File: config.mk
export PLATFORM = sky130hd
export DESIGN_NAME = dual_chopper_ctrl
export DESIGN_NICKNAME = d
export VERILOG_FILES = /design/src/rtl/chop_pkg.sv /design/src/rtl/chop_span_timer.sv /design/src/rtl/chop_bridge_seq.sv /design/src/rtl/dual_chopper_ctrl.sv
export SDC_FILE = /design/constraint.sdc
export NUM_CORES = 1
export LEC_CHECK = 0
export BUFFER_PORTS_ARGS = -buffer_cell sky130_fd_sc_hd__buf_2
export CAP_MARGIN = 20
export CORE_UTILIZATION = 35
export CTS_CLUSTER_DIAMETER = 30
export DETAILED_ROUTE_END_ITERATION = 6
export MAX_ROUTING_LAYER = met4
export SKIP_CTS_REPAIR_TIMING = 1
export SLEW_MARGIN = 30
export SYNTH_ARGS = -nofsm -noshare
export SYNTH_HDL_FRONTEND = slang
export SYNTH_SLANG_ARGS = --single-unit
File: constraint.sdc
create_clock -name clk -period 2.7 [get_ports clk]
set_input_delay 0.135 -clock clk [delete_from_list [all_inputs] [get_ports clk]]
set_output_delay 0.135 -clock clk [all_outputs]
set_load 0.02 [all_outputs]
File: src/rtl/chop_pkg.sv
package chop_pkg;
  localparam int NUM_BRIDGES = 2;
  localparam int BR_A = 0;
  localparam int BR_B = 1;

  // current code that removes all drive from a bridge
  localparam logic [1:0] CUR_ZERO = 2'b11;

  // bit positions inside a gate vector
  localparam int G_HS1 = 3;
  localparam int G_HS2 = 2;
  localparam int G_LS1 = 1;
  localparam int G_LS2 = 0;

  typedef logic [3:0] gate_t;

  typedef enum logic [1:0] {
    ST_IDLE  = 2'd0,
    ST_DEAD  = 2'd1,
    ST_DRIVE = 2'd2
  } leg_state_e;
endpackage

File: src/rtl/chop_span_timer.sv
// Down-counter that stays busy for LOAD_VAL cycles after a load pulse.
module chop_span_timer #(
  parameter int W        = 4,
  parameter int LOAD_VAL = 1
) (
  input  logic clk,
  input  logic rst_n,
  input  logic load,
  output logic busy
);
  logic [W-1:0] cnt_q;
  logic [W-1:0] cnt_d;
  logic         cnt_en;

  always_comb begin
    cnt_en = load | (cnt_q != '0);
    if (load) cnt_d = LOAD_VAL[W-1:0];
    else      cnt_d = cnt_q - 1'b1;
  end

  always_ff @(posedge clk or negedge rst_n) begin
    if (!rst_n)      cnt_q <= '0;
    else if (cnt_en) cnt_q <= cnt_d;
  end

  assign busy = (cnt_q != '0);
endmodule

File: src/rtl/chop_bridge_seq.sv
// Gate sequencer for one H-bridge: diagonal select, sink chopping,
// blanking after sink turn-on and dead-time on direction reversal.
module chop_bridge_seq
  import chop_pkg::*;
#(
  parameter int BLANK_CYC = 12,
  parameter int DEAD_CYC  = 8
) (
  input  logic       clk,
  input  logic       rst_n,
  input  logic [1:0] cur_code,
  input  logic       pol,
  input  logic       trip,
  input  logic       rearm,
  output gate_t      gate
);
  localparam int BLANK_W = (BLANK_CYC > 0) ? $clog2(BLANK_CYC + 1) : 1;
  localparam int DEAD_W  = (DEAD_CYC > 1) ? $clog2(DEAD_CYC) : 1;
  localparam int DEAD_LD = (DEAD_CYC > 0) ? DEAD_CYC - 1 : 0;

  leg_state_e state_q, state_d;
  logic       act_pol_q, act_pol_d;
  logic       chop_q, chop_d;
  logic       blank_load, dead_load;
  logic       blank_busy, dead_busy;
  logic       drive_req, trip_ok;

  chop_span_timer #(.W(BLANK_W), .LOAD_VAL(BLANK_CYC)) u_blank (
    .clk  (clk),
    .rst_n(rst_n),
    .load (blank_load),
    .busy (blank_busy)
  );

  chop_span_timer #(.W(DEAD_W), .LOAD_VAL(DEAD_LD)) u_dead (
    .clk  (clk),
    .rst_n(rst_n),
    .load (dead_load),
    .busy (dead_busy)
  );

  // next-state logic
  always_comb begin
    state_d    = state_q;
    act_pol_d  = act_pol_q;
    chop_d     = chop_q;
    blank_load = 1'b0;
    dead_load  = 1'b0;
    drive_req  = (cur_code != CUR_ZERO);
    trip_ok    = (state_q == ST_DRIVE) && !chop_q && !blank_busy && trip;

    case (state_q)
      ST_IDLE: begin
        chop_d = 1'b0;
        if (drive_req) begin
          state_d    = ST_DRIVE;
          act_pol_d  = pol;
          blank_load = 1'b1;
        end
      end
      ST_DEAD: begin
        chop_d = 1'b0;
        if (!drive_req) begin
          state_d = ST_IDLE;
        end else if (!dead_busy) begin
          state_d    = ST_DRIVE;
          act_pol_d  = pol;
          blank_load = 1'b1;
        end
      end
      ST_DRIVE: begin
        if (!drive_req) begin
          state_d = ST_IDLE;
          chop_d  = 1'b0;
        end else if (pol != act_pol_q) begin
          state_d   = ST_DEAD;
          dead_load = 1'b1;
          chop_d    = 1'b0;
        end else if (rearm) begin
          // reset-dominant latch: the tick beats a simultaneous trip
          chop_d     = 1'b0;
          blank_load = chop_q;
        end else if (trip_ok) begin
          chop_d = 1'b1;
        end
      end
      default: begin
        state_d = ST_IDLE;
        chop_d  = 1'b0;
      end
    endcase
  end

  // state registers
  always_ff @(posedge clk or negedge rst_n) begin
    if (!rst_n) begin
      state_q   <= ST_IDLE;
      act_pol_q <= 1'b0;
      chop_q    <= 1'b0;
    end else begin
      state_q   <= state_d;
      act_pol_q <= act_pol_d;
      chop_q    <= chop_d;
    end
  end

  // gate decode from registered state only
  always_comb begin
    gate = '0;
    if (state_q == ST_DRIVE) begin
      gate[G_HS1] = act_pol_q;
      gate[G_HS2] = !act_pol_q;
      gate[G_LS2] = act_pol_q & !chop_q;
      gate[G_LS1] = !act_pol_q & !chop_q;
    end
  end
endmodule

File: src/rtl/dual_chopper_ctrl.sv
// Two bridge sequencers re-armed on opposite oscillator extremes.
module dual_chopper_ctrl
  import chop_pkg::*;
#(
  parameter int BLANK_CYC = 12,
  parameter int DEAD_CYC  = 8
) (
  input  logic       clk,
  input  logic       rst_n,
  input  logic [1:0] cur_a,
  input  logic       pol_a,
  input  logic       trip_a,
  input  logic [1:0] cur_b,
  input  logic       pol_b,
  input  logic       trip_b,
  input  logic       osc_max_tick,
  input  logic       osc_min_tick,
  output logic [3:0] gate_a,
  output logic [3:0] gate_b
);
  logic [1:0] rst_pipe;
  logic       rst_core_n;

  always_ff @(posedge clk or negedge rst_n) begin
    if (!rst_n) rst_pipe <= 2'b00;
    else        rst_pipe <= {rst_pipe[0], 1'b1};
  end
  assign rst_core_n = rst_pipe[1];

  logic [NUM_BRIDGES-1:0][1:0] cur_v;
  logic [NUM_BRIDGES-1:0]      pol_v;
  logic [NUM_BRIDGES-1:0]      trip_v;
  logic [NUM_BRIDGES-1:0]      tick_v;
  gate_t [NUM_BRIDGES-1:0]     gate_v;

  assign cur_v[BR_A]  = cur_a;
  assign cur_v[BR_B]  = cur_b;
  assign pol_v[BR_A]  = pol_a;
  assign pol_v[BR_B]  = pol_b;
  assign trip_v[BR_A] = trip_a;
  assign trip_v[BR_B] = trip_b;
  // offset chopping: A on the maximum, B on the minimum
  assign tick_v[BR_A] = osc_max_tick;
  assign tick_v[BR_B] = osc_min_tick;

  for (genvar g = 0; g < NUM_BRIDGES; g++) begin : g_bridge
    chop_bridge_seq #(
      .BLANK_CYC(BLANK_CYC),
      .DEAD_CYC (DEAD_CYC)
    ) u_seq (
      .clk     (clk),
      .rst_n   (rst_core_n),
      .cur_code(cur_v[g]),
      .pol     (pol_v[g]),
      .trip    (trip_v[g]),
      .rearm   (tick_v[g]),
      .gate    (gate_v[g])
    );
  end

  assign gate_a = gate_v[BR_A];
  assign gate_b = gate_v[BR_B];
endmodule

## After elaboration in Yosys (flattened, before gate mapping)

Cells that the tools add are included.

| word-level totals | value |
|---|---|
| logic and storage cells | 123 |
| output and inout port bits | 8 |
| input bits | 12 |
| bits in registers | 24 |

| operators by class | value |
|---|---|
| multiplexer cells | 56 |
| bitwise logic cells | 8 |
| add/subtract/negate cells | 4 |
| equal/unequal tests | 20 |
| reductions and logical operators | 24 |

Operators by type and width:

| kind | count |
|---|---|
| 1-bit two-way mux | 34 |
| 2-bit two-way mux | 10 |
| 4-bit two-way mux | 4 |
| 3-bit != test, second input constant | 4 |
| 2-bit one-hot mux with 3 select lines | 2 |
| 5-bit != test, second input constant | 2 |
| 2-bit by 1-bit != test with 1-bit output, second input constant | 4 |
| 2-bit != test, second input constant | 4 |
| 4-bit AND reduction | 2 |
| 4-bit nonzero test | 2 |
| 4-bit by 1-bit subtractor with 4-bit output, second input constant | 2 |
| 1-bit logical AND | 6 |
| 1-bit logical NOT | 6 |
| 3-bit two-way mux | 2 |
| 1-bit one-hot mux with 3 select lines | 2 |
| 3-bit AND reduction | 2 |
| 3-bit nonzero test | 2 |
| 3-bit by 1-bit subtractor with 3-bit output, second input constant | 2 |
| 1-bit bitwise AND | 4 |
| 2-bit by 1-bit equality test with 1-bit output, second input constant | 2 |
| 2-bit equality test, second input constant | 2 |
| 2-bit logical NOT | 2 |
| 1-bit OR | 4 |
| 1-bit one-hot mux with 2 select lines | 2 |
| other kinds (2) | 4 |

## Logic depth before layout (Yosys ltp)

Gate-level depths: netlist (run 1).

| logic depth | value |
|---|---|
| depth in word-level cells | 9 |
| gate-level depth with buffers | 6 |

## Hierarchy

A second synthesis (run 1) with hierarchy kept.

| unflattened totals | value |
|---|---|
| cells, all modules | 161 |
| area, all modules | 1645.3 um2 |

By module, submodules not included:

| module | times used | cells an instance | area each (um2) | sequential area each (um2) |
|---|---|---|---|---|
| chop_bridge_seq | 2 | 40 | 374.1 | 100.1 |
| chop_span_timer (g_bridge[0].u_seq.u_blank ...) | 2 | 22 | 242.7 | 100.1 |
| chop_span_timer (g_bridge[0].u_seq.u_dead ...) | 2 | 17 | 178.9 | 75.1 |
| dual_chopper_ctrl | 1 | 3 | 53.8 | 50.0 |

## Worst setup path before layout (run 1)

Ideal clock, no wire load.

| path | value |
|---|---|
| path type | flip-flop to flip-flop |
| start | register g_bridge[0].u_seq.state_q[0] |
| end | register g_bridge[0].u_seq.u_blank.cnt_q[2] |
| data required time | 2.574 ns |
| slack | 0.963 ns |
| arrival | 1.610 ns |
| path buffers | 0 |
| clock period less this slack | 1.737 ns |
| cell stages (with the launch flop) | 6 |
| path through | dfrtp_1 -> inv_1 -> ha_1 -> and3_1 -> a311o_1 -> a221o_1 |

| between the ends | value |
|---|---|
| word-level cells in the longest chain between the ends | 3 |
| elaborated cells between the ends (all ways) | 6 |
| those cells by class | eq/ne: 2; mux: 2; bitwise: 1; reduce/logical: 1 |

Ends and longest elaborated chain:

| what | RTL line | text |
|---|---|---|
| from (decl) | chop_bridge_seq.sv:21 | `leg_state_e state_q, state_d;` |
| from (signal assigned) | chop_bridge_seq.sv:101 | `state_q <= state_d;` |
| 2-bit equality test, or another cell as far along | chop_bridge_seq.sv:52 | `case (state_q)` |
| 1-bit one-hot mux with 3 select lines * | chop_bridge_seq.sv:52 |  |
| 4-bit two-way mux / 1-bit OR (equally long branches) | chop_span_timer.sv:17, chop_span_timer.sv:16 |  |
| to (signal assigned) | chop_span_timer.sv:23 | `else if (cnt_en) cnt_q <= cnt_d;` |
| to (decl) | chop_span_timer.sv:11 | `logic [W-1:0] cnt_q;` |

Every way passes the cells marked *; elsewhere a longest branch is shown, timed or not.
A chain may end at the register's enable or synchronous reset.

## Final worst setup path (run 1)

Same ends and word-level chain as after synthesis.

==> impl_metrics.json, run 1 <==
{
  "synth_area_leaders": "dfrtp_1 39%, ha_1 15%, inv_1 4.1%",
  "grtUsageMet2_pct": 26.8,
  "htree_levels": 1,
  "async_reset_ff_share_pct": 100,
  "grt.overflow.total": 0,
  "powerDensity_nw_per_um2": 1170,
  "grt_max_degree": 23,
  "maxCapViolCount": 0,
  "multi_input_area_um2": 865,
  "finalWirelength_mm": 3.10,
  "vias_per_cell": 5.39,
  "grt_pass1_vias": 1172,
  "clockBufferDepth": 2,
  "syn_inst": 158,
  "slowest_stage": "dfrtp_1",
  "synth.net_count": 188,
  "grt_first_pass_wirelength_mm": 5.04,
  "dp_slack_ps": 848,
  "ys_warn_count": 0,
  "fin_crit_ps": 1890,
  "synth_top_area_share_pct": 38.8,
  "use_met1_pct": 16.3,
  "drt_first_pass_iters": 4,
  "crit_fanout": 4,
  "cts_buffers": 3,
  "hold_violations": 0,
  "ant_nets": 0,
  "numPortBuffers": 19,
  "max_freq_mhz": 529,
  "reg2regPathDepth": 5,
  "place_congestion": 0.836,
  "route.detailed.drc": 0,
  "diodes": 0,
  "slew_viol_final": 0,
  "syn_avg_cell_area_um2": 9.80,
  "fin_nets": 209,
  "crit_path_end_kind": "flop",
  "most-common-layout-cells": "23 x dfrtp_1, 19 x buf_2, 18 x ha_1",
  "holdPathStages": 2,
  "vdd_drop_max_uv": 475,
  "clock_sinks": 24,
  "antenna_found_initial": 0,
  "clock_latency_ps": 260,
  "core-area_um2": 4120,
  "fp.dieW_um": 68.5,
  "skew_ps": 1.22,
  "drive_above_1_share_pct": 16.9,
  "worst-setup-path-type": "reg2reg",
  "grt.total_usage_pct": 14.9,
  "required_ps": 2850,
  "cp-start-kind": "flop",
  "row_count": 23,
  "synth_flop_cell": "dfrtp_1",
  "fillers": 406,
  "hp-class": "in2reg",
  "cts_tree": "done",
  "vias": 1230,
  "hpwl_mm": 2.41,
  "synthesis.area_um2": 1550,
  "rsz0062_at_grt": "no",
  "start_util_pct": 37.6,
  "final_common_cell": "dfrtp_1",
  "die_h_um": 68.5,
  "fin_total_pwr_mw": 2.05,
  "io_pins": 20,
  "drtIter0Drc": 51,
  "cp.arrival_ps": 2040,
  "gr-max-usage-layer": "met2",
  "critPathMaxStageDelay_ps": 410,
  "ys_ff_latch": 24,
  "root_buffer": "clkbuf_8",
  "synth_edf_count": 0,
  "area_growth_pct": 13.2,
  "dieArea_um2": 4700,
  "yosysTopAreaCell": "dfrtp_1",
  "setup_viol": 0,
  "fin_crit_sh_pct": 70.0,
  "leakagePower_nw": 0.825,
  "timing.final.ws_setup_ps": 810,
  "cts.clk_slew.worst_paths_ps": 80,
  "wl_per_cell_um": 13.6,
  "status": "finished, final reports clean",
  "path_cells": "inv_1 > ha_1 > and3_1 > a311o_1 > a221o_1",
  "regArea_um2": 602,
  "tns_ps": 0,
  "ys_types": 41,
  "ys_seq_area_share_pct": 38.8,
  "met3_usage_pct": 2.14
}
## critical path, delay by kind of cell, from the launching register on
kind                       cells  cell delay [ps]
buffers and inverters          1              110
adders and majority gates      1              320
and+or+nand+nor                1              190
DFF                            1              410
AOI/OAI and AO/OA              2              750
## power by group
| group | switching (mW) | internal (mW) | total [mW] | leakage (nW) |
|---|---|---|---|---|
| clock network | 0.108 | 0.130 | 0.238 | 0.0288 |
| logic | 0.624 | 0.514 | 1.14 | 0.514 |
| registers | 0.154 | 0.519 | 0.672 | 0.282 |
| total | 0.886 | 1.16 | 2.05 | 0.825 |
## layout make-up
type / instances / area share [%]
multi-input combinational: 113 / 49.3
clock buffer: 4 / 3.14
tap: 50 / 3.57
inverter: 17 / 3.64
sequential: 24 / 34.3
timing repair buffer: 20 / 6.00
## per-layer routing
layer | wire (um) | share of wire, %
met2 | 1530 | 49
met5 | 0 | 0
met4 | 22 | 0.71
met3 | 144 | 4.6
met1 | 1400 | 45
## cell usage after synthesis (2+ instances only)
| cell type | count |
|---|---|
| clkbuf_1 | 2 |
| nand2b_1 | 4 |
| a21oi_1 | 7 |
| nor3b_1 | 2 |
| ha_1 | 18 |
| inv_1 | 17 |
| a221o_1 | 2 |
| and2_1 | 3 |
| a221oi_1 | 3 |
| nor2_1 | 9 |
| o21ai_0 | 6 |
| xnor2_1 | 6 |
| o221a_2 | 2 |
| nor2b_1 | 3 |
| dfrtp_1 | 24 |
| mux2i_1 | 4 |
| xor2_1 | 3 |
| nand3_1 | 3 |
| nand2_1 | 10 |
| o221ai_1 | 3 |
| mux2_2 | 3 |
| o22ai_1 | 2 |
| nor3_1 | 4 |
## registers in the layout, summed over array words and instances (netlist names)
name	flops
g_bridge.u_seq.u_blank.cnt_q	8
g_bridge.u_seq.u_dead.cnt_q	6
g_bridge.u_seq.state_q	4
g_bridge.u_seq.act_pol_q	2
g_bridge.u_seq.chop_q	2
rst_pipe	2
## path summary, 6_finish.rpt
| kind | from | end | slack, ps |
|---|---|---|---|
| min in group asynchronous | rst_n | rst_pipe[1] | 180 |
| max in group asynchronous | rst_pipe[1] | g_bridge[0].u_seq.u_dead.cnt_q[1] | 2130 |
| worst max-delay path | g_bridge[0].u_seq.state_q[0] | g_bridge[0].u_seq.u_blank.cnt_q[2] | 810 |
| worst min register to register | rst_pipe[1] | g_bridge[0].u_seq.u_blank.cnt_q[3] | 240 |
| worst max register to register | g_bridge[0].u_seq.state_q[0] | g_bridge[0].u_seq.u_blank.cnt_q[2] | 810 |
| worst min-delay path | osc_max_tick | g_bridge[0].u_seq.chop_q | 60 |
## through the flow
stage / hold WS (ps) / util (%) / std cells / cell area, um2
after floorplan: -161 / - / 158 / 1550
after global placement: -79.8 / 41.0 / 223 / 1690
after detailed placement: -79.2 / 41.0 / 223 / 1690
after CTS: -368 / 42.3 / 227 / 1740
after global routing: 58.6 / 42.6 / 228 / 1750
final: 56.5 / 42.6 / 228 / 1750
## cell families (layout without fill, tap and decap cells)
logic type	after synthesis	after routing	share of synthesized area [%]
compound gates	31	31	14.5
xor+xnor	9	9	5.09
fa+ha+maj	18	18	14.5
buf+inv	21	41	5.41
flops	24	24	38.8
mux	7	7	4.77
other cells	1	1	0.242
simple gates	47	47	16.6
Power figures use the tool's default switching activity.
==> run 2: changes to the inputs <==
--- a/config.mk
+++ b/config.mk
@@ -5,6 +5,7 @@
 export SDC_FILE = /design/constraint.sdc
 export NUM_CORES = 1
 export LEC_CHECK = 0
+export ABC_AREA = 1
 export BUFFER_PORTS_ARGS = -buffer_cell sky130_fd_sc_hd__buf_2
 export CAP_MARGIN = 20
 export CORE_UTILIZATION = 35
==> constraint.sdc (replaced) <==
create_clock -name clk -period 1.6 [get_ports clk]
set_input_delay 0.08 -clock clk [delete_from_list [all_inputs] [get_ports clk]]
set_output_delay 0.08 -clock clk [all_outputs]
set_load 0.02 [all_outputs]
==> impl_metrics.json, run 2 <==
{
  "status": "finished, final reports clean",
  "clock_latency_ps": 260,
  "grt_first_pass_wirelength_mm": 4.67,
  "max_freq_mhz": 673,
  "synth.net_count": 237,
  "clockBufferDepth": 2,
  "grtUsageMet2_pct": 18.0,
  "hp-class": "in2reg",
  "synth_area_leaders": "dfrtp_1 38%, ha_1 14%, nand2_1 12%",
  "crit_path_end_kind": "primary output",
  "antenna_found_initial": 0,
  "vias": 1275,
  "crit_fanout": 5,
  "async_reset_ff_share_pct": 100,
  "yosysMostFrequentCell": "nand2_1",
  "critPathMaxStageDelay_ps": 430,
  "use_met1_pct": 16.9,
  "top_register": "g_bridge.u_seq.u_blank.cnt_q",
  "path_cells": "inv_2 > ha_2 > inv_2 > nor3_1 > buf_2",
  "slowest_stage": "dfrtp_1",
  "core-area_um2": 4350,
  "ys_types": 24,
  "vias_per_cell": 4.49,
  "multi_input_area_um2": 841,
  "rsz0062_at_grt": "no",
  "grt_max_degree": 20,
  "cp_top_family": "flip-flops",
  "met3_usage_pct": 2.62,
  "synthesis.area_um2": 1580,
  "synth_edf_count": 0,
  "drive_above_1_share_pct": 19.4,
  "maxCapViolCount": 0,
  "tns_ps": 0,
  "worst-setup-path-type": "reg2out",
  "grt_pass1_vias": 1088,
  "hpwl_mm": 2.20,
  "area_growth_pct": 16.4,
  "start_util_pct": 36.3,
  "regArea_um2": 601,
  "grt.total_usage_pct": 12.3,
  "grt.overflow.total": 0,
  "final_common_cell": "nand2_1",
  "diodes": 0,
  "yosysTopAreaCell": "dfrtp_1",
  "route.detailed.drc": 0,
  "synth_top_area_share_pct": 38.0,
  "cts_tree": "done",
  "dp_slack_ps": 224,
  "die_h_um": 69.2,
  "fin_crit_ps": 1490,
  "ant_nets": 0,
  "reg_top3": "g_bridge.u_seq.u_blank.cnt_q: 8 flops, g_bridge.u_seq.u_dead.cnt_q: 6 flops, g_bridge.u_seq.state_q: 4 flops",
  "cts_buffers": 3,
  "gr-max-usage-layer": "met2",
  "cts.clk_slew.worst_paths_ps": 90,
  "ys_ff_latch": 24,
  "drtIter0Drc": 70,
  "fin_nets": 263,
  "fp.dieW_um": 69.2,
  "syn_avg_cell_area_um2": 7.64,
  "fillers": 466,
  "cp-start-kind": "flop",
  "fin_total_pwr_mw": 3.56,
  "fin_crit_sh_pct": 92.9,
  "synth_flop_cell": "dfrtp_1",
  "dieArea_um2": 4790,
  "io_pins": 20,
  "vdd_drop_max_uv": 615,
  "largest_reg_flops": 8,
  "leakagePower_nw": 1.04,
  "slew_viol_final": 0,
  "synth_commonest_cells": "51 x nand2_1, 38 x inv_1, 24 x dfrtp_1, 18 x ha_1, 14 x nor2_1",
  "numPortBuffers": 19,
  "clock_sinks": 24,
  "row_count": 24,
  "drt_first_pass_iters": 4,
  "finalWirelength_mm": 2.68,
  "place_congestion": 0.855,
  "root_buffer": "clkbuf_8",
  "timing.final.ws_setup_ps": 114,
  "cp_common_cell": "inv_2",
  "htree_levels": 1,
  "ys_seq_area_share_pct": 38.0,
  "required_ps": 1520,
  "setup_viol": 0,
  "wl_per_cell_um": 9.45,
  "most-common-layout-cells": "51 x nand2_1, 35 x inv_1, 24 x dfrtp_1",
  "skew_ps": 1.02,
  "hold_violations": 0,
  "syn_inst": 207,
  "ys_warn_count": 0,
  "path_buf_inv": 3,
  "cp.arrival_ps": 1410,
  "powerDensity_nw_per_um2": 1930
}
==> run 2: cell types whose count changed after synthesis, sizes merged, moves of 4 or more <==
cell,previous run,this run
and2,4,0
inv,17,40
nand2,10,60
nand2b,4,0
nand3,3,14
nor2,9,14
xnor2,6,1
==> run 2: path summary, 6_finish.rpt <==
path / slack (ps) / endpoint / depth (start not counted) / startpoint
worst max register to register: 250 / g_bridge[0].u_seq.state_q[1] / 8 / g_bridge[0].u_seq.state_q[0]
max in group asynchronous: 1080 / g_bridge[1].u_seq.u_blank.cnt_q[3] / 1 / rst_pipe[1]
min in group asynchronous: 60 / g_bridge[0].u_seq.u_dead.cnt_q[1] / 0 / rst_pipe[1]
worst min-delay path: 50 / g_bridge[1].u_seq.chop_q / 4 / osc_min_tick
worst min register to register: 60 / g_bridge[0].u_seq.u_dead.cnt_q[1] / 0 / rst_pipe[1]
worst max-delay path: 110 / gate_b[1] / 5 / g_bridge[1].u_seq.state_q[0]
==> run 2: cell families (layout without fill, tap and decap cells) <==
| group | Yosys count | count (layout) | synth area share (%) |
|---|---|---|---|
| simple gates | 94 | 94 | 25.8 |
| compound gates | 24 | 24 | 8.86 |
| flops | 24 | 24 | 38.0 |
| other cells | 1 | 1 | 0.237 |
| xor+xnor | 5 | 5 | 2.77 |
| fa+ha+maj | 18 | 18 | 14.2 |
| mux | 1 | 1 | 0.633 |
| buf+inv | 40 | 65 | 9.49 |
==> run 2: final cells by class <==
cell class                 count  area share, %
inverter                      40           8.16
clock inverter                 1           1.63
timing repair buffer          21           6.12
multi-input combinational    143           45.7
tap                           52           3.54
sequential                    24           32.6
clock buffer                   3           2.24
==> run 2: through the flow <==
| step | utilization [%] | hold WS, ps | area (um2) | cells |
|---|---|---|---|---|
| 2_1_floorplan | - | -216 | 1580 | 207 |
| 3_3_place_gp | 40.2 | -133 | 1750 | 279 |
| 3_5_place_dp | 40.2 | -133 | 1750 | 279 |
| 4_1_cts | 41.8 | -425 | 1820 | 283 |
| 5_1_grt | 42.3 | 57.8 | 1840 | 284 |
| 6_report | 42.3 | 50.3 | 1840 | 284 |
==> run 2: metal layers <==
metal  vias up  share of wire, %
met1       571                52
li1        688                 -
met2        14                45
met3         2               1.5
met5         -                 0
met4         0               1.3
==> run 2: where the power goes <==
group	internal, mW	switching (mW)	total [mW]
sequential	0.870	0.191	1.06
clock	0.334	0.195	0.529
combinational	0.762	1.20	1.97
==> run 2: worst register-to-register path, delay by kind of cell, from the launching register on <==
family          cells  cell delay [ps]
buf+inv             2              180
simple gates        4              430
compound gates      1               70
flops               1              420
fa+ha+maj           1              190
==> run 3: changes to the inputs <==
--- a/config.mk
+++ b/config.mk
@@ -5,13 +5,13 @@
 export SDC_FILE = /design/constraint.sdc
 export NUM_CORES = 1
 export LEC_CHECK = 0
-export ABC_AREA = 1
 export BUFFER_PORTS_ARGS = -buffer_cell sky130_fd_sc_hd__buf_2
 export CAP_MARGIN = 20
-export CORE_UTILIZATION = 35
-export CTS_CLUSTER_DIAMETER = 30
+export CORE_UTILIZATION = 47
+export CTS_CLUSTER_DIAMETER = 120
 export DETAILED_ROUTE_END_ITERATION = 6
 export MAX_ROUTING_LAYER = met4
+export PLACE_DENSITY = 0.7
 export SKIP_CTS_REPAIR_TIMING = 1
 export SLEW_MARGIN = 30
 export SYNTH_ARGS = -nofsm -noshare
==> impl_metrics.json, run 3 (synthesis gave the netlist of run 1 again) <==
{
  "status": "finished with violations",
  "violations": "setup timing",
  "core-area_um2": 3080,
  "skew_ps": 1.64,
  "grtUsageMet2_pct": 37.4,
  "area_growth_pct": 32.5,
  "reg_top3": "g_bridge.u_seq.u_blank.cnt_q: 8 flops, g_bridge.u_seq.u_dead.cnt_q: 6 flops, g_bridge.u_seq.state_q: 4 flops",
  "path_cells": "inv_2 > ha_4 > nor4bb_1 > a311o_1 > a221o_1",
  "dp_slack_ps": -66.8,
  "top_register": "g_bridge.u_seq.u_blank.cnt_q",
  "path_buf_inv": 1,
  "rrSetupSlack_ps": -100,
  "row_count": 20,
  "clock_latency_ps": 310,
  "cp.arrival_ps": 1910,
  "io_pins": 20,
  "antenna_found_initial": 0,
  "drive_above_1_share_pct": 38.6,
  "use_met1_pct": 24.7,
  "fp.dieW_um": 59.4,
  "clock_sinks": 24,
  "r2r_start": "g_bridge[0].u_seq.state_q[1]",
  "final_common_cell": "buf_4",
  "diodes": 0,
  "hp-start": "pol_a",
  "root_buffer": "clkbuf_4",
  "fin_nets": 233,
  "cp-start-kind": "flop",
  "clockBufferDepth": 2,
  "numPortBuffers": 19,
  "drt_first_pass_iters": 4,
  "reg2regPathDepth": 5,
  "met3_usage_pct": 2.40,
  "vdd_drop_max_uv": 969,
  "tns_ps": -183,
  "fin_crit_sh_pct": 106,
  "reg2reg_to": "g_bridge[0].u_seq.u_blank.cnt_q[2]",
  "hpwl_mm": 2.56,
  "ant_nets": 0,
  "route.detailed.drc": 0,
  "hp-class": "in2reg",
  "vias": 1320,
  "setup_viol": 5,
  "grt.total_usage_pct": 21.2,
  "die_h_um": 59.4,
  "cts.clk_slew.worst_paths_ps": 130,
  "finalWirelength_mm": 3.44,
  "most-common-layout-cells": "26 x buf_4, 23 x dfrtp_1, 14 x buf_2",
  "required_ps": 1810,
  "cts_tree": "done",
  "slowest_stage": "dfrtp_2",
  "place_congestion": 0.924,
  "crit_path_end_kind": "flop",
  "wl_per_cell_um": 14.0,
  "powerDensity_nw_per_um2": 2010,
  "worst-setup-path-type": "reg2reg",
  "drtIter0Drc": 47,
  "cts_buffers": 3,
  "largest_reg_flops": 8,
  "startpoint": "g_bridge[0].u_seq.state_q[1]",
  "start_util_pct": 50.3,
  "leakagePower_nw": 0.952,
  "dieArea_um2": 3530,
  "crit_fanout": 4,
  "cp_num_cells": 5,
  "cp_top_family": "compound AO/OA/AOI/OAI gates",
  "slew_viol_final": 0,
  "max_freq_mhz": 589,
  "grt_pass1_vias": 1294,
  "htree_levels": 1,
  "gr-max-usage-layer": "met2",
  "vias_per_cell": 5.37,
  "fin_crit_ps": 1700,
  "grt_first_pass_wirelength_mm": 5.46,
  "critPathMaxStageDelay_ps": 460,
  "timing.final.ws_setup_ps": -98.2,
  "rsz0062_at_grt": "yes",
  "maxCapViolCount": 0,
  "crit_end": "g_bridge[0].u_seq.u_blank.cnt_q[2]",
  "hold_violations": 0,
  "grt_max_degree": 23,
  "grt.overflow.total": 0
}
[run 3: routing by layer]
metal | share of wire, % | routed length [um]
met4 | 2.3 | 78
met5 | 0 | 0
met1 | 42 | 1440
met3 | 2.9 | 100
met2 | 53 | 1820
[run 3: cell type report]
type	count	area (um2)
fill	248	1030
multi-input combinational	113	982
inverter	17	68.8
tap	44	55.1
clock buffer	4	36.3
sequential	24	602
timing repair buffer	44	308
[run 3: how the worst min path moves through the flow]
stage                                       end  depth (start not counted)
floorplan                           rst_pipe[0]                          0
global placement                    rst_pipe[1]                          1
detailed placement                  rst_pipe[1]                          1
CTS                                 rst_pipe[1]                          1
global route        g_bridge[0].u_seq.act_pol_q                          2
finish              g_bridge[0].u_seq.act_pol_q                          2
[run 3: per-stage QoR]
stage / hold WS [ps] / utilization (%) / cells / power, mW / area [um2]
final: 52.6 / 66.7 / 246 / 4.12 / 2050
after global routing: 44.0 / 66.7 / 246 / 4.46 / 2050
after CTS: -487 / 59.5 / 234 / 3.63 / 1830
after detailed placement: -130 / 58.3 / 230 / 3.30 / 1790
after global placement: -134 / 58.3 / 230 / 3.16 / 1790
after floorplan: -216 / - / 158 / 2.64 / 1570
[run 3: where the power goes]
| part | total (mW) | switching [mW] | internal (mW) |
|---|---|---|---|
| Clock | 0.319 | 0.181 | 0.139 |
| Combinational | 2.68 | 1.30 | 1.37 |
| Sequential | 1.12 | 0.249 | 0.876 |
| Total | 4.12 | 1.73 | 2.39 |
